==> src/rtl/rtc_irq_pkg.sv <==
package rtc_irq_pkg;
  localparam int REG_W = 32;
  localparam int MIN_W = 8;
  localparam int ADDR_W = 2;

  typedef enum logic [2:0] {
    FL_ALM_INT  = 3'd0,
    FL_SW_INT   = 3'd1,
    FL_ALM_STAT = 3'd2,
    FL_DAY      = 3'd3,
    FL_MIN      = 3'd4,
    FL_SEC      = 3'd5,
    FL_BUSERR   = 3'd6
  } flag_e;
  localparam int NFLAG = 7;

  // register bit n (bit 0 = msb) sits at vector index REG_W-1-n
  localparam int POS_B7  = REG_W - 1 - 7;
  localparam int POS_B15 = REG_W - 1 - 15;
  localparam int POS_B23 = REG_W - 1 - 23;
  localparam int POS_B31 = REG_W - 1 - 31;

  localparam logic [ADDR_W-1:0] ADDR_ALM_SW   = 2'd0;
  localparam logic [ADDR_W-1:0] ADDR_PERIODIC = 2'd1;

  localparam logic [REG_W-1:0] RESERVED_MASK = 32'hFEFE_FE00;
endpackage

==> src/rtl/rtc_irq_rst_sync.sv <==
module rtc_irq_rst_sync #(
  parameter int STAGES = 2
) (
  input  logic clk,
  input  logic rst_n,
  output logic rst_sync_n
);
  logic [STAGES-1:0] chain_q;
  logic [STAGES-1:0] chain_d;

  always_comb begin
    chain_d = {chain_q[STAGES-2:0], 1'b1};
  end

  always_ff @(posedge clk or negedge rst_n) begin
    if (!rst_n) chain_q <= '0;
    else        chain_q <= chain_d;
  end

  assign rst_sync_n = chain_q[STAGES-1];
endmodule

==> src/rtl/rtc_irq_flag_bank.sv <==
module rtc_irq_flag_bank #(
  parameter int N = 7
) (
  input  logic         clk,
  input  logic         rst_n,
  input  logic [N-1:0] set_i,
  input  logic [N-1:0] clr_i,
  output logic [N-1:0] flag_q
);
  for (genvar i = 0; i < N; i++) begin : g_flag
    logic en;
    logic nxt;

    always_comb begin
      en  = set_i[i] | clr_i[i];
      nxt = set_i[i];
    end

    always_ff @(posedge clk or negedge rst_n) begin
      if (!rst_n)  flag_q[i] <= 1'b0;
      else if (en) flag_q[i] <= nxt;
    end

    assert_set_wins_R10: assert property (@(posedge clk) disable iff (!rst_n)
      set_i[i] |=> flag_q[i]);
    assert_w1c_R3: assert property (@(posedge clk) disable iff (!rst_n)
      (clr_i[i] && !set_i[i]) |=> !flag_q[i]);
    assert_hold_R3: assert property (@(posedge clk) disable iff (!rst_n)
      (!clr_i[i] && !set_i[i]) |=> $stable(flag_q[i]));
  end
endmodule

==> src/rtl/rtc_irq_regif.sv <==
module rtc_irq_regif
  import rtc_irq_pkg::*;
(
  input  logic              clk,
  input  logic              rst_n,
  input  logic              bus_sel,
  input  logic              bus_wr,
  input  logic [ADDR_W-1:0] bus_addr,
  input  logic [REG_W-1:0]  bus_wdata,
  input  logic [NFLAG-1:0]  flag_q,
  input  logic [MIN_W-1:0]  sw_minutes,
  output logic [NFLAG-1:0]  clr_o,
  output logic              ro_wr_o,
  output logic [REG_W-1:0]  bus_rdata
);
  logic wr_en;
  logic hit_as;
  logic hit_per;
  logic unused_wdata;

  always_comb begin
    wr_en   = bus_sel & bus_wr;
    hit_as  = (bus_addr == ADDR_ALM_SW);
    hit_per = (bus_addr == ADDR_PERIODIC);
    ro_wr_o = wr_en & ~hit_as & ~hit_per;

    clr_o              = '0;
    clr_o[FL_ALM_INT]  = wr_en & hit_as  & bus_wdata[POS_B7];
    clr_o[FL_SW_INT]   = wr_en & hit_as  & bus_wdata[POS_B15];
    clr_o[FL_ALM_STAT] = wr_en & hit_as  & bus_wdata[POS_B23];
    clr_o[FL_BUSERR]   = wr_en & hit_per & bus_wdata[POS_B7];
    clr_o[FL_DAY]      = wr_en & hit_per & bus_wdata[POS_B15];
    clr_o[FL_MIN]      = wr_en & hit_per & bus_wdata[POS_B23];
    clr_o[FL_SEC]      = wr_en & hit_per & bus_wdata[POS_B31];
  end

  always_comb begin
    bus_rdata = '0;
    if (hit_as) begin
      bus_rdata[POS_B7]      = flag_q[FL_ALM_INT];
      bus_rdata[POS_B15]     = flag_q[FL_SW_INT];
      bus_rdata[POS_B23]     = flag_q[FL_ALM_STAT];
      bus_rdata[MIN_W-1:0]   = sw_minutes;
    end else if (hit_per) begin
      bus_rdata[POS_B7]      = flag_q[FL_BUSERR];
      bus_rdata[POS_B15]     = flag_q[FL_DAY];
      bus_rdata[POS_B23]     = flag_q[FL_MIN];
      bus_rdata[POS_B31]     = flag_q[FL_SEC];
    end
  end

  assign unused_wdata = ^bus_wdata;

  assert_reserved_zero_R11: assert property (@(posedge clk) disable iff (!rst_n)
    (bus_rdata & RESERVED_MASK) == '0);
  assert_ro_write_clears_none_R9: assert property (@(posedge clk) disable iff (!rst_n)
    ro_wr_o |-> (clr_o == '0));
endmodule

==> src/rtl/rtc_irq_status.sv <==
module rtc_irq_status
  import rtc_irq_pkg::*;
(
  input  logic              clk,
  input  logic              rst_n,
  input  logic              evt_alarm,
  input  logic              evt_stopwatch,
  input  logic              evt_day,
  input  logic              evt_minute,
  input  logic              evt_second,
  input  logic [MIN_W-1:0]  sw_minutes,
  input  logic              bus_sel,
  input  logic              bus_wr,
  input  logic [ADDR_W-1:0] bus_addr,
  input  logic [REG_W-1:0]  bus_wdata,
  output logic [REG_W-1:0]  bus_rdata,
  output logic              irq_alarm_sw,
  output logic              irq_periodic
);
  logic             rst_i_n;
  logic [NFLAG-1:0] flag_q;
  logic [NFLAG-1:0] set_v;
  logic [NFLAG-1:0] clr_v;
  logic             ro_wr;

  rtc_irq_rst_sync #(.STAGES(2)) u_rst (
    .clk        (clk),
    .rst_n      (rst_n),
    .rst_sync_n (rst_i_n)
  );

  rtc_irq_regif u_regif (
    .clk        (clk),
    .rst_n      (rst_i_n),
    .bus_sel    (bus_sel),
    .bus_wr     (bus_wr),
    .bus_addr   (bus_addr),
    .bus_wdata  (bus_wdata),
    .flag_q     (flag_q),
    .sw_minutes (sw_minutes),
    .clr_o      (clr_v),
    .ro_wr_o    (ro_wr),
    .bus_rdata  (bus_rdata)
  );

  always_comb begin
    set_v              = '0;
    set_v[FL_ALM_INT]  = evt_alarm;
    set_v[FL_ALM_STAT] = evt_alarm;
    set_v[FL_SW_INT]   = evt_stopwatch;
    set_v[FL_DAY]      = evt_day;
    set_v[FL_MIN]      = evt_minute;
    set_v[FL_SEC]      = evt_second;
    set_v[FL_BUSERR]   = ro_wr;
  end

  rtc_irq_flag_bank #(.N(NFLAG)) u_flags (
    .clk    (clk),
    .rst_n  (rst_i_n),
    .set_i  (set_v),
    .clr_i  (clr_v),
    .flag_q (flag_q)
  );

  always_comb begin
    irq_alarm_sw = flag_q[FL_ALM_INT] | flag_q[FL_SW_INT];
    irq_periodic = flag_q[FL_DAY] | flag_q[FL_MIN] | flag_q[FL_SEC];
  end

  assert_irq_waits_both_R4: assert property (@(posedge clk) disable iff (!rst_i_n)
    (irq_alarm_sw && flag_q[FL_SW_INT] && !clr_v[FL_SW_INT]) |=> irq_alarm_sw);
  assert_stat_clear_keeps_irq_R5: assert property (@(posedge clk) disable iff (!rst_i_n)
    (flag_q[FL_ALM_INT] && clr_v[FL_ALM_STAT] && !clr_v[FL_ALM_INT]) |=> flag_q[FL_ALM_INT]);
  assert_ro_write_sets_err_R9: assert property (@(posedge clk) disable iff (!rst_i_n)
    (bus_sel && bus_wr && bus_addr[1]) |=> flag_q[FL_BUSERR]);
  assert_alarm_sets_both_R2: assert property (@(posedge clk) disable iff (!rst_i_n)
    evt_alarm |=> (flag_q[FL_ALM_INT] && flag_q[FL_ALM_STAT] && irq_alarm_sw));
  assert_buserr_no_irq_R8: assert property (@(posedge clk) disable iff (!rst_i_n)
    (flag_q[FL_BUSERR] && !flag_q[FL_DAY] && !flag_q[FL_MIN] && !flag_q[FL_SEC]) |-> !irq_periodic);
endmodule

==> config.mk <==
export PLATFORM = sky130hd
export DESIGN_NAME = rtc_irq_status
export DESIGN_NICKNAME = d
export VERILOG_FILES = /design/src/rtl/rtc_irq_pkg.sv /design/src/rtl/rtc_irq_rst_sync.sv /design/src/rtl/rtc_irq_flag_bank.sv /design/src/rtl/rtc_irq_regif.sv /design/src/rtl/rtc_irq_status.sv
export SDC_FILE = /design/constraint.sdc
export NUM_CORES = 1
export LEC_CHECK = 0
export BUFFER_PORTS_ARGS = -buffer_cell sky130_fd_sc_hd__buf_2
export CAP_MARGIN = 0
export CORE_MARGIN = 2
export CORE_UTILIZATION = 31
export CTS_BUF_LIST = sky130_fd_sc_hd__clkbuf_8
export DETAILED_ROUTE_END_ITERATION = 8
export GPL_TIMING_DRIVEN = 1
export PLACE_DENSITY = 0.8
export SLEW_MARGIN = 20
export SYNTH_ARGS = -nofsm -noshare
export SYNTH_HDL_FRONTEND = slang
export SYNTH_SLANG_ARGS = --single-unit
==> constraint.sdc <==
create_clock -name clk -period 1.1 [get_ports clk]
set_clock_uncertainty 0.1 [all_clocks]
set_input_delay 0.11 -clock clk [delete_from_list [all_inputs] [get_ports clk]]
set_output_delay 0.11 -clock clk [all_outputs]
set_load 0.02 [all_outputs]
==> reports/results.txt, run 1 <==
# IOs - 85
worst skew pair latency - 0.23 ns
Comb pwr share - 23.7%
Synth area leaders - dfrtp_1, buf_4, and2_1
CORE AREA - 1940 um2
WP data arrival - 1.13 ns
Starting Density - 32.5%
flop-to-flop setup slack - 0.20 ns
status - finished, violations left
violated checks - setup timing
gr usage total - 12.1%
Crit-path slowest cell - or3_4
cts bufs inserted - 3
Worst Path Max Fanout - 2
Final Setup Violations - 8
Synth top area share - 35.7%
initial antenna violation count - 0
final worst-path cycle share - 122%
largest net degree at the start of global routing - 9
Vias/cell - 4.14
Total Power - 0.962 mW
ANT nets after route - 0
Unique masters post-synth - 14
diode count - 0
Final nets - 170
GR Overflow Total - 0
MaxCap Viol Count - 0
Sw Ratio - 30.1%
drt first pass iters - 3
YS warnings - 0
IO Port Bufs - 35
total routed wirelength - 1480 um
longest individual stage delay on the worst path - 0.39 ns
CP Capture Type - primary output
number of global-route vias before repair - 536
RSZ-0062 raised after global routing - yes
Clock Path Buffers - 2
clock power share - 39.0%
CTS Root Cell - clkbuf_8
Internal - 0.672 mW
crit path kind - reg2out
Hold Path Class - reg2async
design area - 895 um2
die area - 2410 um2
syn avg cell area - 8.76 um2
Crit path max-delay family - simple AND/OR/NAND/NOR gates
#FFs+latches synth - 9
fin. max-slew vios - 0
Worst-path clk slew - 0.04 ns
Initial DRC Count - 3
via count - 601
FMAX - 0.746 GHz
worst vdd ir - 0.414 mV
reg2reg start - u_flags.flag_q[1]
die height - 49.1 um
# rows - 16
Final HPWL DP - 1180 um
pre-CTS WS - 0.0134 ns
H-tree lvl count - 1
CP Buf/Inv Count - 1
most frequent cells in the layout - buf_2, conb_1, nor2_1
Final min period - 1.34 ns
first-pass GRT wire length - 2150 um
routability congestion estimate - 0.782
drt drc - 0
Setup WS post-layout - -0.241 ns
Final Hold Fails - 0
power per cell area - 1080 nW/um2
area leader, netlist - dfrtp_1
wire per inst - 10.2 um
Post-DP Area - 772 um2
most common cell after layout, fill and taps aside - buf_2
CTS tree - done
Critical Path Source Type - flop
worst reg2reg endpoint - u_flags.flag_q[1]
worst reg2reg path depth - 3
Die W - 49.1 um
Worst Path Required - 0.89 ns
hold_ws - 0.00922 ns
CTS Sinks - 9
fill cell count - 200
CP cell instances - or3_4 -> buf_6
register area share after synthesis - 35.7%
synthesis-to-layout area growth - 41.9%
layout cell share with drive strength beyond 1 - 38.1%
Flop pwr share - 37.3%
Syn Inst Count - 72
Cell Area, Synth - 631 um2
Leakage - 0.486 nW
Switch Pwr - 0.290 mW
worst reg2reg max path, delay by kind of cell, from the launching register on:
family / cells / cell delay [ns]
buf+inv: 1 / 0.15
simple gates: 1 / 0.09
flops: 1 / 0.39
compound gates: 1 / 0.05
cells in the mapped netlist:
cell,instances
a31oi_1,6
a32o_1,1
and2_1,7
and4b_1,1
and4bb_2,1
buf_4,22
conb_1,2
dfrtp_1,9
inv_1,5
mux2i_1,4
nand4_1,1
nor2_1,11
or2_2,1
or3_1,1
flip-flops by register name, summed over array words and instances (netlist names):
name,flops
u_flags.flag_q,7
u_rst.chain_q,2
stage by stage:
step	cells	util, %	setup TNS [ns]
after floorplan	92	-	0
after global placement	135	39.8	0
after detailed placement	135	39.8	0
after CTS	144	45.1	-0.917
after global routing	145	46.1	-1.64
final	145	46.1	-0.916
area by class of cell:
cell class | instances | area [um2] | share of cell area, %
Tap cell | 27 | 33.8 | 3.78
Multi-Input combinational cell | 56 | 304 | 34.0
Clock buffer | 3 | 41.3 | 4.62
Inverter | 5 | 18.8 | 2.10
Clock inverter | 1 | 3.75 | 0.420
Sequential cell | 9 | 225 | 25.2
Timing Repair Buffer | 44 | 268 | 29.9
per-layer routing:
| metal | vias to the layer above | part of all wire (%) | track usage [%] |
|---|---|---|---|
| met5 | - | 0 | 0 |
| met1 | 273 | 33 | 9.25 |
| met2 | 41 | 54 | 23.6 |
| met3 | 3 | 12 | 5.52 |
| met4 | 0 | 2.1 | 7.14 |
| li1 | 284 | - | - |
power groups by stage:
| stage | Combinational (mW) | Sequential, mW | Clock, mW |
|---|---|---|---|
| after global placement | 0.208 | 0.362 | 0 |
| after detailed placement | 0.211 | 0.363 | 0 |
| after floorplan | 0.192 | 0.360 | 0 |
| after CTS | 0.225 | 0.358 | 0.395 |
| after global routing | 0.246 | 0.360 | 0.405 |
| final | 0.228 | 0.359 | 0.375 |
worst max-delay path by stage:
| stage | start | end | cells past startpoint |
|---|---|---|---|
| 2_1_floorplan | u_flags.flag_q[4] | irq_periodic | 1 |
| 3_3_place_gp | u_flags.flag_q[4] | irq_periodic | 2 |
| 3_5_place_dp | u_flags.flag_q[4] | irq_periodic | 2 |
| 4_1_cts | u_flags.flag_q[4] | irq_periodic | 2 |
| 5_1_grt | u_flags.flag_q[4] | bus_rdata[8] | 4 |
| 6_report | u_flags.flag_q[4] | irq_periodic | 2 |
kinds of logic after synthesis:
| family | Yosys count | synth area share [%] |
|---|---|---|
| AO/OA/AOI/OAI | 7 | 7.54 |
| flip-flops | 9 | 35.7 |
| buffers and inverters | 27 | 29.2 |
| multiplexers | 4 | 6.35 |
| AND/OR/NAND/NOR | 23 | 20.0 |
| other | 2 | 1.19 |
timing repair:
item                                   4_1_cts  5_1_grt
buffers inserted                             0        1
hold buffers                                 5        0
gates cloned                                 0        0
gates resized for setup                      3        3
setup endpoints to repair                    6       13
endpoints found under the hold margin        8        0
No activity file was read; power rests on OpenSTA's default activity.
==> run 2: changes to the inputs <==
ABC_AREA = 1   (was default)
CORE_UTILIZATION = 32   (was 31)
CTS_BUF_LIST = sky130_fd_sc_hd__clkbuf_4 sky130_fd_sc_hd__clkbuf_8   (was sky130_fd_sc_hd__clkbuf_8)
PLACE_DENSITY = 0.81   (was 0.8)
==> run 2 against run 1 <==
Compared with the run above:
- the run still ends with setup timing left
- total power shrank 8.1%
- first-iteration DRC count grew 33%
- combinational power grew 17%
==> reports/results.txt, run 2 <==
total routed wirelength - 1380 um (-6.9%)
CP Buf/Inv Count - 2 (+1)
fin. max-slew vios - 0 (unchanged)
Leakage - 0.590 nW (+21%)
Hold Path Class - reg2async
diode count - 0 (unchanged)
violated checks - setup timing
worst vdd ir - 0.713 mV (+72%)
Final Hold Fails - 0 (unchanged)
CTS Sinks - 9 (unchanged)
worst reg2reg endpoint - u_flags.flag_q[1]
GR Overflow Total - 0 (unchanged)
gr usage total - 11.1% (-1.0 points)
worst reg2reg path depth - 3 (unchanged)
fill cell count - 217 (+8.5%)
YS warnings - 0 (unchanged)
Synth area leaders - dfrtp_1, buf_4, nand2_1
Top reg by flops - u_flags.flag_q
met1 global-route usage - 11.2% (+2.0 points)
most frequent cells in the layout - buf_2, conb_1, nand2_1
routability congestion estimate - 0.815 (+4.3%)
cts bufs inserted - 3 (unchanged)
Syn Inst Count - 95 (+32%)
Vias/cell - 3.87 (-6.7%)
CTS tree - done
hold_ws - 0.00542 ns (-0.00380 ns)
Post-synth EDFFs - 0 (unchanged)
Cell Area, Synth - 668 um2 (+6.0%)
synth cell count leaders - buf_4, nand2_1, inv_1, dfrtp_1, nand3_1
multi-input logic area - 288 um2 (-5.3%)
CORE AREA - 1960 um2 (+1.0%)
#FFs+latches synth - 9 (unchanged)
Worst Path Required - 0.89 ns (about the same)
GR peak layer - met2
number of global-route vias before repair - 558 (+4.1%)
Starting Density - 34.1% (+1.6 points)
Final HPWL DP - 1200 um (+1.1%)
Worst-path clk slew - 0.06 ns (+0.02 ns)
first-pass GRT wire length - 2120 um (-1.6%)
Clock Path Buffers - 2 (unchanged)
worst skew pair latency - 0.25 ns (+0.02 ns)
die height - 49.7 um (+1.2%)
final worst-path cycle share - 107% (-15 points)
ANT nets after route - 0 (unchanged)
Unique masters post-synth - 12 (-2)
CP Capture Type - primary output
die area - 2470 um2 (+2.4%)
IO Port Bufs - 35 (unchanged)
drt first pass iters - 4 (+1)
Register Area - 225 um2 (unchanged)
largest registers - u_flags.flag_q: 7 flops, u_rst.chain_q: 2 flops
reg2reg start - u_flags.flag_q[1]
MaxCap Viol Count - 0 (unchanged)
GR Util met2 - 21.8% (-1.9 points)
WP data arrival - 0.97 ns (-0.16 ns)
via count - 650 (+8.2%)
Final TNS setup - -0.218 ns (+0.698 ns)
Final nets - 193 (+14%)
Largest register FFs - 7 (unchanged)
Initial DRC Count - 4 (+1)
power per cell area - 948 nW/um2 (-12%)
Synth async-reset ratio - 100% (unchanged)
crit path kind - reg2out
register area share after synthesis - 33.7% (-2.0 points)
Final min period - 1.18 ns (-0.160 ns)
most common cell after layout, fill and taps aside - buf_2
CTS Root Cell - clkbuf_4
drt drc - 0 (unchanged)
Die W - 49.7 um (+1.2%)
wire per inst - 8.18 um (-20%)
syn avg cell area - 7.03 um2 (-20%)
main flop type after synthesis - dfrtp_1
FMAX - 0.847 GHz (+14%)
CP cell instances - inv_2 -> o22ai_2 -> buf_6
longest individual stage delay on the worst path - 0.37 ns (-0.02 ns)
Setup WS post-layout - -0.0806 ns (+0.160 ns)
layout cell share with drive strength beyond 1 - 38.3% (+0.16 points)
Critical Path Source Type - flop
# rows - 16 (unchanged)
Final Setup Violations - 6 (-2)
# IOs - 85 (unchanged)
grt met3 use - 2.12% (-3.4 points)
H-tree lvl count - 1 (unchanged)
Synth top area share - 33.7% (-2.0 points)
synthesis-to-layout area growth - 39.7%
largest net degree at the start of global routing - 10 (+1)
Crit path max-delay family - flip-flops
flop-to-flop setup slack - 0.27 ns (+0.07 ns)
status - finished, violations left
initial antenna violation count - 0 (unchanged)
RSZ-0062 raised after global routing - yes
Worst Path Max Fanout - 2 (unchanged)
area leader, netlist - dfrtp_1
Crit-path slowest cell - dfrtp_1
-- run 2: cell types whose count changed after synthesis, sizes merged, moves of 2 or more --
cell   delta
mux2i     -4
nand2    +21
a31oi     -6
nand3     +8
o21ai     +3
and2      -7
inv      +16
nor2      -2
-- run 2: repair_timing --
action / 4_1_cts / 5_1_grt
pin swaps: 2 / 2
hold buffers: 6 / 0
setup buffers: 0 / 1
endpoints found under the hold margin: 8 / 0
resized for setup: 10 / 8
endpoints found under the setup margin: 6 / 6
-- run 2: power breakdown --
group	switching (mW)	internal (mW)	leakage, nW
sequential	0.0112	0.345	0.0871
combinational	0.169	0.0979	0.485
clock	0.0986	0.163	0.0184
total	0.279	0.606	0.590
-- run 2: how the worst max path moves through the flow --
| stage | depth (start not counted) | to | startpoint |
|---|---|---|---|
| CTS | 3 | bus_rdata[16] | u_flags.flag_q[3] |
| floorplan | 2 | bus_rdata[8] | u_flags.flag_q[4] |
| detailed placement | 5 | bus_rdata[24] | bus_addr[1] |
| finish | 3 | bus_rdata[16] | u_flags.flag_q[3] |
| global route | 3 | bus_rdata[16] | u_flags.flag_q[3] |
| global placement | 5 | bus_rdata[24] | bus_addr[1] |
-- run 2: per-stage QoR --
stage | std cells | utilization, % | total power [mW] | worst slack (ns) | instance area, um2
2_1_floorplan | 115 | - | 0.566 | 0.0341 | 743
3_3_place_gp | 157 | 40.9 | 0.588 | 0.0974 | 802
3_5_place_dp | 157 | 40.9 | 0.592 | 0.0859 | 802
4_1_cts | 167 | 46.6 | 0.890 | -0.0960 | 913
5_1_grt | 168 | 47.6 | 0.941 | -0.113 | 933
6_report | 168 | 47.6 | 0.885 | -0.0806 | 933
-- run 2: cell families after synthesis --
family | count (synthesis) | share of synthesized area, %
buf+inv | 42 | 35.4
simple gates | 38 | 25.1
flops | 9 | 33.7
compound gates | 4 | 4.68
other cells | 2 | 1.12
-- run 2: cell type report --
type	count	area share [%]
multi-input combinational	64	30.8
timing repair buffer	43	29.8
sequential	9	24.1
inverter	21	8.45
tap	27	3.62
clock buffer	4	3.22
-- run 2: layer usage --
layer | routed length [um] | up-vias
li1 | - | 326
met1 | 483 | 283
met2 | 743 | 41
met3 | 148 | 0
met4 | 0 | 0
met5 | 0 | -
==> run 3: changes to the inputs <==
PLACE_DENSITY = 0.8   (was 0.81)
==> run 3 against run 2 <==
Compared with the run above:
- the flow still finishes with violations (setup timing)
- first-iteration DRC count up 25%
- non-clock buffer count unchanged
- largest cell class unchanged
- clock power about the same
- count of clock-buffer cells in the layout unchanged
- critical endpoint unchanged
==> reports/results.txt, run 3 (synthesized netlist as in run 2, its figures left out) <==
RSZ-0062 raised after global routing - yes
cts bufs inserted - 3 (unchanged)
Leakage - 0.590 nW (about the same)
CORE AREA - 1960 um2 (unchanged)
longest individual stage delay on the worst path - 0.37 ns (about the same)
Starting Density - 34.1% (unchanged)
synthesis-to-layout area growth - 38.6%
die height - 49.7 um (unchanged)
power per cell area - 953 nW/um2 (+0.58%)
Internal - 0.604 mW (-0.33%)
via count - 636 (-2.2%)
status - finished, violations left
# rows - 16 (unchanged)
crit path kind - reg2out
fill cell count - 214 (-1.4%)
Flop pwr share - 40.4% (+0.2 points)
die area - 2470 um2 (unchanged)
Critical Path Source Type - flop
Worst Path Max Fanout - 2 (unchanged)
initial antenna violation count - 0 (unchanged)
Worst Path Required - 0.89 ns (about the same)
Vias/cell - 3.79 (-2.2%)
largest registers - u_flags.flag_q: 7 flops, u_rst.chain_q: 2 flops
wire per inst - 7.85 um (-4.1%)
gr usage total - 10.8% (-0.25 points)
Final HPWL DP - 1200 um (+0.34%)
Comb pwr share - 29.7% (-0.4 points)
worst vdd ir - 0.443 mV (-38%)
Die W - 49.7 um (unchanged)
H-tree lvl count - 1 (unchanged)
clock power share - 30.0% (+0.4 points)
CTS Root Cell - clkbuf_4
violated checks - setup timing
reg2reg start - u_flags.flag_q[5]
worst skew pair latency - 0.25 ns (about the same)
diode count - 0 (unchanged)
number of global-route vias before repair - 507 (-9.1%)
most common cell after layout, fill and taps aside - buf_2
total routed wirelength - 1320 um (-4.1%)
Final min period - 1.18 ns (+0.00185 ns)
Final nets - 193 (unchanged)
pre-CTS WS - 0.0903 ns (+0.00432 ns)
Largest register FFs - 7 (unchanged)
final worst-path cycle share - 107% (+0.17 points)
first-pass GRT wire length - 2000 um (-5.5%)
ANT nets after route - 0 (unchanged)
flop-to-flop setup slack - 0.27 ns (about the same)
Final Hold Fails - 0 (unchanged)
worst reg2reg path depth - 3 (unchanged)
Hold Path Class - reg2async
most frequent cells in the layout - buf_2, conb_1, nand2_1
CP cell instances - inv_2 -> o22ai_2 -> buf_6
Switch Pwr - 0.279 mW (about the same)
CP Buf/Inv Count - 2 (unchanged)
fin. max-slew vios - 0 (unchanged)
WP data arrival - 0.97 ns (about the same)
Clock Path Buffers - 2 (unchanged)
# IOs - 85 (unchanged)
Crit-path slowest cell - dfrtp_1
Final TNS setup - -0.212 ns (+0.00600 ns)
Top reg by flops - u_flags.flag_q
CTS Sinks - 9 (unchanged)
layout cell share with drive strength beyond 1 - 36.9% (-1.4 points)
largest net degree at the start of global routing - 10 (unchanged)
MaxCap Viol Count - 0 (unchanged)
CP Capture Type - primary output
Critical Path Start - u_flags.flag_q[3]
Levels on crit path - 3 (unchanged)
IO Port Bufs - 35 (unchanged)
Crit path max-delay family - flip-flops
GR Overflow Total - 0 (unchanged)
worst reg2reg endpoint - u_flags.flag_q[5]
Sw Ratio - 31.6% (+0.074 points)
Worst-path clk slew - 0.06 ns (about the same)
CTS tree - done
Worst setup endpoint - bus_rdata[16]
routability congestion estimate - 0.822 (+0.80%)
Initial DRC Count - 5 (+1)
drt drc - 0 (unchanged)
drt first pass iters - 4 (unchanged)
Final Setup Violations - 6 (unchanged)
FMAX - 0.846 GHz (-0.16%)
Setup WS post-layout - -0.0824 ns (-0.00185 ns)
[run 3: cell counts in the layout (fill, tap and decap cells not counted)]
Identical to the previous run, type by type.
[run 3: power groups by stage]
stage          logic (mW)  registers (mW)  clock network (mW)
5_1_grt             0.285           0.359               0.296
4_1_cts             0.258           0.356               0.275
6_report            0.262           0.356               0.265
2_1_floorplan       0.207           0.359                   0
3_5_place_dp        0.230           0.362                   0
3_3_place_gp        0.226           0.360                   0
[run 3: cell type report]
type	instances	area [um2]	share of cell area, %
Clock buffer	4	30.0	3.24
Inverter	21	78.8	8.51
Multi-Input combinational cell	64	284	30.7
Sequential cell	9	225	24.3
Tap cell	27	33.8	3.65
Timing Repair Buffer	43	274	29.6
[run 3: worst min-delay path by stage]
stage / from / endpoint / slack [ns]
floorplan: rst_n / u_rst.chain_q[0] / -0.29
detailed placement: rst_n / u_rst.chain_q[0] / -0.20
finish: u_rst.chain_q[1] / u_flags.flag_q[2] / 0.004
global route: u_rst.chain_q[1] / u_flags.flag_q[2] / 0.04
CTS: u_rst.chain_q[1] / u_flags.flag_q[2] / 0.02
global placement: rst_n / u_rst.chain_q[0] / -0.20
[run 3: worst register-to-register path, stage by stage, from the launching register on]
cell and delay [ns]:
dfrtp_1 0.39, buf_4 0.14, nand2_1 0.06, nand2_1 0.04
[run 3: repair_timing]
item | in CTS | in global routing
hold buffers | 6 | 0
hold endpoints to repair | 8 | 0
gates resized for setup | 10 | 5
pin swaps | 3 | 2
setup endpoints to repair | 6 | 6
buffers inserted | 1 | 0
[run 3: metal layers]
metal	GRT usage (%)	part of all wire [%]	up-vias
li1	-	-	325
met1	11.0	39	266
met2	19.6	51	45
met3	2.42	9.7	0
met4	6.94	0	0
met5	0	0	-
[run 3: stage by stage]
| stage | util (%) | area, um2 | hold slack [ns] | cells | power, mW |
|---|---|---|---|---|---|
| 4_1_cts | 46.9 | 921 | 0.0175 | 168 | 0.889 |
| 2_1_floorplan | - | 743 | -0.286 | 115 | 0.566 |
| 3_5_place_dp | 40.9 | 802 | -0.203 | 157 | 0.592 |
| 6_report | 47.2 | 926 | 0.00445 | 168 | 0.883 |
| 5_1_grt | 47.2 | 926 | 0.0395 | 168 | 0.940 |
| 3_3_place_gp | 40.9 | 802 | -0.203 | 157 | 0.587 |
